[config.mk]
export PLATFORM = sky130hd
export DESIGN_NAME = eeprom_boot_loader
export DESIGN_NICKNAME = d
export VERILOG_FILES = /design/src/rtl/eeb_pkg.sv /design/src/rtl/eeb_bit_engine.sv /design/src/rtl/eeb_sequencer.sv /design/src/rtl/eeprom_boot_loader.sv
export SDC_FILE = /design/constraint.sdc
export NUM_CORES = 1
export LEC_CHECK = 0
export BUFFER_PORTS_ARGS = -buffer_cell sky130_fd_sc_hd__buf_2
export CAP_MARGIN = 20
export CORE_ASPECT_RATIO = 1.4
export CORE_MARGIN = 3
export CORE_UTILIZATION = 30
export DETAILED_ROUTE_END_ITERATION = 7
export HOLD_SLACK_MARGIN = 0.06
export PLACE_DENSITY = 0.55
export SLEW_MARGIN = 20
export SYNTH_ARGS = -nofsm -noshare
export SYNTH_HDL_FRONTEND = slang
export SYNTH_HIERARCHICAL = 1
export SYNTH_SLANG_ARGS = --single-unit
[constraint.sdc]
create_clock -name clk -period 3.1 [get_ports clk]
set_input_delay 0.31 -clock clk [delete_from_list [all_inputs] [get_ports clk]]
set_output_delay 0.31 -clock clk [all_outputs]
set_load 0.05 [all_outputs]
[src/rtl/eeb_pkg.sv]
// Package: shared types for the EEPROM boot loader.
// Assumes: one bit symbol is issued at a time to the bit engine.
package eeb_pkg;

    // Bus symbol kinds handled by the bit engine
    typedef enum logic [1:0] {
        SYM_START = 2'd0,
        SYM_STOP  = 2'd1,
        SYM_WBIT  = 2'd2,
        SYM_RBIT  = 2'd3
    } sym_e;

    // Top-level sequence states
    typedef enum logic [2:0] {
        ST_START1 = 3'd0,
        ST_WBYTE  = 3'd1,
        ST_RSTART = 3'd2,
        ST_RBYTE  = 3'd3,
        ST_STOP   = 3'd4,
        ST_FIN    = 3'd5
    } seq_e;

    // Outcome of the transfer
    typedef enum logic [1:0] {
        RES_OK      = 2'd0,
        RES_ABSENT  = 2'd1,
        RES_INVALID = 2'd2
    } res_e;

endpackage

[src/rtl/eeb_bit_engine.sv]
// Module: eeb_bit_engine
// Turns one symbol (start, stop, write bit, read bit) into clock/data
// waveforms. Each symbol has four quarters of QTR_CYC cycles:
// q0 clock low, q1 data set, q2 clock high, q3 (start/stop edge).
// Assumes: a new command is offered only while the engine is idle.
module eeb_bit_engine
    import eeb_pkg::*;
#(
    parameter int QTR_CYC = 4
) (
    input  logic clk,
    input  logic rst_n,
    input  logic cmd_valid,
    input  sym_e cmd,
    input  logic cmd_bit,
    input  logic sda_i,
    output logic done_o,
    output logic rbit_o,
    output logic scl_o,
    output logic sda_oe_o
);
    localparam int CW = $clog2(QTR_CYC + 1);
    localparam logic [CW-1:0] CNT_LAST = CW'(QTR_CYC - 1);

    logic          active;
    logic [1:0]    ph;
    logic [CW-1:0] cnt;
    sym_e          cur;
    logic          wbit;

    // Quarter sequencer: steps the phases and drives the line registers
    always_ff @(posedge clk) begin
        if (!rst_n) begin
            active   <= 1'b0;
            ph       <= 2'd0;
            cnt      <= '0;
            cur      <= SYM_STOP;
            wbit     <= 1'b0;
            scl_o    <= 1'b1;
            sda_oe_o <= 1'b0;
            done_o   <= 1'b0;
            rbit_o   <= 1'b1;
        end else begin
            done_o <= 1'b0;
            if (!active) begin
                if (cmd_valid) begin
                    active <= 1'b1;
                    ph     <= 2'd0;
                    cnt    <= '0;
                    cur    <= cmd;
                    wbit   <= cmd_bit;
                    scl_o  <= 1'b0;
                end
            end else if (cnt == CNT_LAST) begin
                cnt <= '0;
                if (ph == 2'd3) begin
                    active <= 1'b0;
                    done_o <= 1'b1;
                    rbit_o <= sda_i;
                end else begin
                    ph <= ph + 2'd1;
                    case (ph)
                        2'd0: begin
                            case (cur)
                                SYM_START: sda_oe_o <= 1'b0;
                                SYM_STOP:  sda_oe_o <= 1'b1;
                                SYM_WBIT:  sda_oe_o <= ~wbit;
                                default:   sda_oe_o <= 1'b0;
                            endcase
                        end
                        2'd1: scl_o <= 1'b1;
                        default: begin
                            if (cur == SYM_START) sda_oe_o <= 1'b1;
                            else if (cur == SYM_STOP) sda_oe_o <= 1'b0;
                        end
                    endcase
                end
            end else begin
                cnt <= cnt + 1'b1;
            end
        end
    end

    // Low-phase length counter for the timing check
    logic [15:0] low_cnt;
    always_ff @(posedge clk) begin
        if (!rst_n) low_cnt <= '0;
        else        low_cnt <= scl_o ? 16'd0 : low_cnt + 16'd1;
    end

    a_r2_sda_still_while_high: assert property (@(posedge clk) disable iff (!rst_n)
        (scl_o && $past(scl_o) && (cur == SYM_WBIT || cur == SYM_RBIT)) |-> $stable(sda_oe_o));

    a_r3_min_low_time: assert property (@(posedge clk) disable iff (!rst_n)
        $rose(scl_o) |-> (low_cnt >= 16'(2 * QTR_CYC)));

endmodule

[src/rtl/eeb_sequencer.sv]
// Module: eeb_sequencer
// Walks the random-read transfer byte by byte, checks the signature,
// stages the data bytes and commits them at the end only on success.
// Assumes: bit_done pulses once per issued symbol; rbit valid with it.
module eeb_sequencer
    import eeb_pkg::*;
#(
    parameter logic [2:0] BANK_SEL = 3'b000,
    parameter logic [7:0] SIG_BYTE = 8'hA5,
    parameter int         N_BYTES  = 7
) (
    input  logic        clk,
    input  logic        rst_n,
    input  logic        bit_done,
    input  logic        rbit,
    output logic        cmd_valid,
    output sym_e        cmd,
    output logic        cmd_bit,
    output logic [15:0] subsys_vendor_o,
    output logic [15:0] subsys_id_o,
    output logic [7:0]  cfg_a_o,
    output logic [7:0]  cfg_b_o,
    output logic        id_load_o,
    output logic        cfg_load_o,
    output logic        done_o,
    output logic        absent_o,
    output logic        invalid_o
);
    localparam int          NDATA = N_BYTES - 1;
    localparam logic [2:0]  LAST  = 3'(N_BYTES - 1);

    seq_e                  st;
    res_e                  res;
    logic                  waiting;
    logic [3:0]            bitn;
    logic [1:0]            wsel;
    logic [2:0]            ridx;
    logic [7:0]            shreg;
    logic [NDATA-1:0][7:0] stage;
    logic [7:0]            tx_byte;
    logic                  hdr_bad;
    logic                  nack_rd;

    // Byte to send for the current address phase
    always_comb begin
        case (wsel)
            2'd0:    tx_byte = {4'b1010, BANK_SEL, 1'b0};
            2'd1:    tx_byte = 8'h00;
            default: tx_byte = {4'b1010, BANK_SEL, 1'b1};
        endcase
    end

    assign hdr_bad = (ridx == 3'd0) && (shreg != SIG_BYTE);
    assign nack_rd = (ridx == LAST) || hdr_bad;

    // Symbol request to the bit engine
    always_comb begin
        cmd_valid = !waiting && (st != ST_FIN);
        cmd       = SYM_START;
        cmd_bit   = 1'b1;
        case (st)
            ST_WBYTE: begin
                cmd     = (bitn < 4'd8) ? SYM_WBIT : SYM_RBIT;
                cmd_bit = tx_byte[3'd7 - bitn[2:0]];
            end
            ST_RBYTE: begin
                cmd     = (bitn < 4'd8) ? SYM_RBIT : SYM_WBIT;
                cmd_bit = nack_rd;
            end
            ST_STOP: cmd = SYM_STOP;
            default: cmd = SYM_START;
        endcase
    end

    // Transfer state, staging and result commit
    always_ff @(posedge clk) begin
        if (!rst_n) begin
            st              <= ST_START1;
            res             <= RES_OK;
            waiting         <= 1'b0;
            bitn            <= 4'd0;
            wsel            <= 2'd0;
            ridx            <= 3'd0;
            shreg           <= 8'h00;
            stage           <= '0;
            subsys_vendor_o <= 16'h0;
            subsys_id_o     <= 16'h0;
            cfg_a_o         <= 8'h0;
            cfg_b_o         <= 8'h0;
            id_load_o       <= 1'b0;
            cfg_load_o      <= 1'b0;
            done_o          <= 1'b0;
            absent_o        <= 1'b0;
            invalid_o       <= 1'b0;
        end else begin
            id_load_o  <= 1'b0;
            cfg_load_o <= 1'b0;
            if (cmd_valid) begin
                waiting <= 1'b1;
            end else if (waiting && bit_done) begin
                waiting <= 1'b0;
                case (st)
                    ST_START1: begin
                        st   <= ST_WBYTE;
                        wsel <= 2'd0;
                        bitn <= 4'd0;
                    end
                    ST_RSTART: begin
                        st   <= ST_WBYTE;
                        wsel <= 2'd2;
                        bitn <= 4'd0;
                    end
                    ST_WBYTE: begin
                        if (bitn < 4'd8) begin
                            bitn <= bitn + 4'd1;
                        end else if (rbit) begin
                            res <= RES_ABSENT;
                            st  <= ST_STOP;
                        end else begin
                            bitn <= 4'd0;
                            case (wsel)
                                2'd0:    wsel <= 2'd1;
                                2'd1:    st   <= ST_RSTART;
                                default: begin
                                    st   <= ST_RBYTE;
                                    ridx <= 3'd0;
                                end
                            endcase
                        end
                    end
                    ST_RBYTE: begin
                        if (bitn < 4'd8) begin
                            shreg <= {shreg[6:0], rbit};
                            bitn  <= bitn + 4'd1;
                        end else begin
                            bitn <= 4'd0;
                            if (ridx != 3'd0) stage[ridx - 3'd1] <= shreg;
                            if (hdr_bad) begin
                                res <= RES_INVALID;
                                st  <= ST_STOP;
                            end else if (ridx == LAST) begin
                                st <= ST_STOP;
                            end else begin
                                ridx <= ridx + 3'd1;
                            end
                        end
                    end
                    ST_STOP: begin
                        st        <= ST_FIN;
                        done_o    <= 1'b1;
                        absent_o  <= (res == RES_ABSENT);
                        invalid_o <= (res == RES_INVALID);
                        if (res == RES_OK) begin
                            subsys_vendor_o <= {stage[1], stage[0]};
                            subsys_id_o     <= {stage[3], stage[2]};
                            cfg_a_o         <= stage[4];
                            cfg_b_o         <= stage[5];
                            id_load_o       <= 1'b1;
                            cfg_load_o      <= 1'b1;
                        end
                    end
                    default: st <= ST_FIN;
                endcase
            end
        end
    end

    a_r8_load_only_on_success: assert property (@(posedge clk) disable iff (!rst_n)
        (id_load_o || cfg_load_o) |-> (done_o && !absent_o && !invalid_o));

    a_r8_single_strobe: assert property (@(posedge clk) disable iff (!rst_n)
        id_load_o |=> !id_load_o);

endmodule

[src/rtl/eeprom_boot_loader.sv]
// Module: eeprom_boot_loader (top)
// Reads the power-up configuration record from a two-wire EEPROM once
// after reset and presents the identifiers and configuration bytes.
// Assumes: an external pull-up on the data line; sole master on the bus.
module eeprom_boot_loader
    import eeb_pkg::*;
#(
    parameter int         QTR_CYC  = 4,
    parameter logic [2:0] BANK_SEL = 3'b000,
    parameter logic [7:0] SIG_BYTE = 8'hA5
) (
    input  logic        clk,
    input  logic        rst_n,
    output logic        scl_o,
    output logic        sda_oe_o,
    input  logic        sda_i,
    output logic [15:0] subsys_vendor_o,
    output logic [15:0] subsys_id_o,
    output logic [7:0]  cfg_a_o,
    output logic [7:0]  cfg_b_o,
    output logic        id_load_o,
    output logic        cfg_load_o,
    output logic        done_o,
    output logic        absent_o,
    output logic        invalid_o
);
    logic cmd_valid;
    sym_e cmd;
    logic cmd_bit;
    logic bit_done;
    logic rbit;

    eeb_bit_engine #(.QTR_CYC(QTR_CYC)) u_bit (
        .clk      (clk),
        .rst_n    (rst_n),
        .cmd_valid(cmd_valid),
        .cmd      (cmd),
        .cmd_bit  (cmd_bit),
        .sda_i    (sda_i),
        .done_o   (bit_done),
        .rbit_o   (rbit),
        .scl_o    (scl_o),
        .sda_oe_o (sda_oe_o)
    );

    eeb_sequencer #(.BANK_SEL(BANK_SEL), .SIG_BYTE(SIG_BYTE), .N_BYTES(7)) u_seq (
        .clk            (clk),
        .rst_n          (rst_n),
        .bit_done       (bit_done),
        .rbit           (rbit),
        .cmd_valid      (cmd_valid),
        .cmd            (cmd),
        .cmd_bit        (cmd_bit),
        .subsys_vendor_o(subsys_vendor_o),
        .subsys_id_o    (subsys_id_o),
        .cfg_a_o        (cfg_a_o),
        .cfg_b_o        (cfg_b_o),
        .id_load_o      (id_load_o),
        .cfg_load_o     (cfg_load_o),
        .done_o         (done_o),
        .absent_o       (absent_o),
        .invalid_o      (invalid_o)
    );

    a_r9_bus_idle_when_done: assert property (@(posedge clk) disable iff (!rst_n)
        done_o |-> (scl_o && !sda_oe_o));

    a_r9_status_exclusive: assert property (@(posedge clk) disable iff (!rst_n)
        !(absent_o && invalid_o));

endmodule

==> impl_metrics.tcl <==
set metrics [dict create \
    min_period_ps 2520 \
    start_util_pct 30.8 \
    fp.dieArea_um2 19700 \
    status "finished, final reports clean" \
    crit_fanout 10 \
    ant_nets 0 \
    firstDrtPassIters 5 \
    routed_wl_um 12200 \
    synth.distinct_cells 56 \
    fmaxAchievable_mhz 398 \
    synth_seq_cells 136 \
    crit_path_end_kind "register" \
    crit_arrival_ps 2820 \
    fp.dieH_um 165 \
    synth.avg_cell_area_um2 8.97 \
    clk_pin_slew_worst_paths_ps 60 \
    drive_gt1_share_pct 15.3 \
    start_kind "register" \
    crit_type "reg2reg" \
    rows 57 \
    drt_first_iter_violations 238 \
    cts_buffer_depth 2 \
    worstSkewPairLatency_ps 420 \
    antenna_found_initial 0 \
    cts_hold_buffers 0 \
    finalCritPeriodShare_pct 81.1 \
    finalWeightedCongestion 0.792 \
    die_w_um 119 \
    cts_sinks 136 \
    ir_drop_mv 0.317 \
    power.density_nw_per_um2 630 \
    synth_compound_area_share_pct 9.77 \
    grt-ovfl-total 0 \
    ys_warn_count 6 \
    port_buffers 57 \
    grt_pass1_wl_um 19900 \
    grt_usage_pct 12.6 \
    nNetsFinal 664 \
    htree_levels 4 \
    synth-edff-count 0 \
    fill_cells 1852 \
    root_buffer "clkbuf_16" \
    grt_max_degree 50 \
    synth_nets 617 \
    seq_area_frac_synth_pct 50.4 \
    p_leak_nw 2.68 \
    vias_per_cell 4.69 \
    place_hpwl_um 8230 \
    synth_mux_area_share_pct 11.1 \
    netlist_instances 602 \
    ctsResizeCount 0 \
    core_area_um2 17500 \
    synth-main-ff-cell "dfxtp_1" \
    io_pins 58 \
    cts_setup_buffers 0 \
    detail_route.wl_per_cell_um 13.6 \
    syn_area_um2 5400 \
    rsz0062_at_grt "no" \
    hold_viol_final 0 \
    hold_path_class "in2reg" \
    grt_pass1_vias 4173 \
    cp.required_ps 3400 \
    synthArstFlopShare_pct 0 \
    num_antenna_cells 0 \
    cts_tree "yes" \
    synthXorXnorAreaFrac_pct 0.324 \
    numCtsBuffers 17 \
    layout_common_cells "nand2_1, dfxtp_1, a21oi_1" \
    whs_ps 113 \
    drv_slew 0 \
    setup_viol 0 \
    tightest_slew_ps 729 \
    max_cap_viol_count 0 \
    area_delta_synth_final_pct 20.8 \
    synth_fa_ha_area_share_pct 2.78 \
    maxSlewHeadroom_pct 51.3 \
    fin_skew_ps 7.25 \
    yosys.area_share.simple_pct 20.8 \
    drc 0 \
    synth_top_family_by_area "simple AND/OR/NAND/NOR gates" \
    fin_setup_tns_ps 0 \
    via_count 4209 \
]
==> layout make-up <==
| type | count | area (um2) | share of cell area, % |
|---|---|---|---|
| Sequential cell | 136 | 2720 | 41.7 |
| Timing Repair Buffer | 62 | 335 | 5.14 |
| Clock buffer | 23 | 488 | 7.48 |
| Inverter | 17 | 71.3 | 1.09 |
| Multi-Input combinational cell | 415 | 2420 | 37.1 |
| Clock inverter | 8 | 190 | 2.91 |
| Tap cell | 236 | 295 | 4.52 |
==> where the power goes <==
| part | switching [mW] | internal [mW] |
|---|---|---|
| logic | 0.0445 | 0.0140 |
| clock network | 0.706 | 1.59 |
| registers | 0.00601 | 1.76 |
==> sequential cells by signal, summed over array words and instances (netlist names), 3 cells and up <==
name,flops
u_seq/subsys_id_o,16
u_seq/stage,48
u_seq/st,3
u_seq/subsys_vendor_o,16
u_seq/cfg_b_o,8
u_bit/cnt,3
u_seq/cfg_a_o,8
u_seq/shreg,8
u_seq/ridx,3
u_seq/bitn,4
==> synth_stat cells (all sizes together), types with 3 or more instances <==
master	number	area, um2
mux2i	60	601
inv	16	67.6
nand4	6	37.5
or3	3	18.8
dfxtp	136	2720
nor3b	3	22.5
nand2	136	510
a31oi	4	25.0
ha	12	150
clkbuf	21	103
and2	3	20.0
nor2	57	216
o311a	3	30.0
nor3	13	81.3
o21ai	7	38.8
a21oi	64	320
nand2b	6	37.5
nand3	6	30.0
nor2b	3	18.8
buf	13	87.6
==> logic make-up (layout without fill, tap and decap cells) <==
family	after synthesis	in the layout
AND/OR/NAND/NOR	250	250
flip-flops	136	136
AO/OA/AOI/OAI	91	91
multiplexers	60	60
buffers and inverters	51	110
adder cells (fa/ha/maj)	12	12
XOR/XNOR	2	2
==> routing by layer <==
layer	global-route usage, %	up-vias	wire [um]
met1	14.9	1976	5420
met4	6.41	0	240
met3	3.08	17	553
met5	0	-	0
li1	-	2120	-
met2	21.2	96	5950
==> critical path, cell delays in order (launching register included) <==
cell	delay, ps
dfxtp_1	480
nand2b_1	350
inv_8	190
nand3_1	220
or4_1	860
mux2i_1	250
nor2_1	50
==> final timing paths <==
check,end,from,cells after the start,slack (ps)
setup / recovery,u_seq/stage[44],u_seq/st[0],6,580
hold / removal,u_bit/rbit_o,sda_i,3,110
setup reg to reg,u_seq/stage[44],u_seq/st[0],6,580
hold reg to reg,u_seq/done_o,u_seq/done_o,2,450
==> per-stage QoR <==
step | std cells | setup slack [ps] | utilization, % | power (mW) | area, um2
global placement | 866 | 683 | 33.3 | 1.86 | 5850
floorplan | 602 | 1110 | - | 1.84 | 5400
CTS | 897 | 607 | 37.2 | 4.16 | 6530
finish | 897 | 584 | 37.2 | 4.11 | 6530
detailed placement | 866 | 637 | 33.3 | 1.86 | 5850
global route | 897 | 448 | 37.2 | 4.25 | 6530
(Power assumes the default switching activity.)
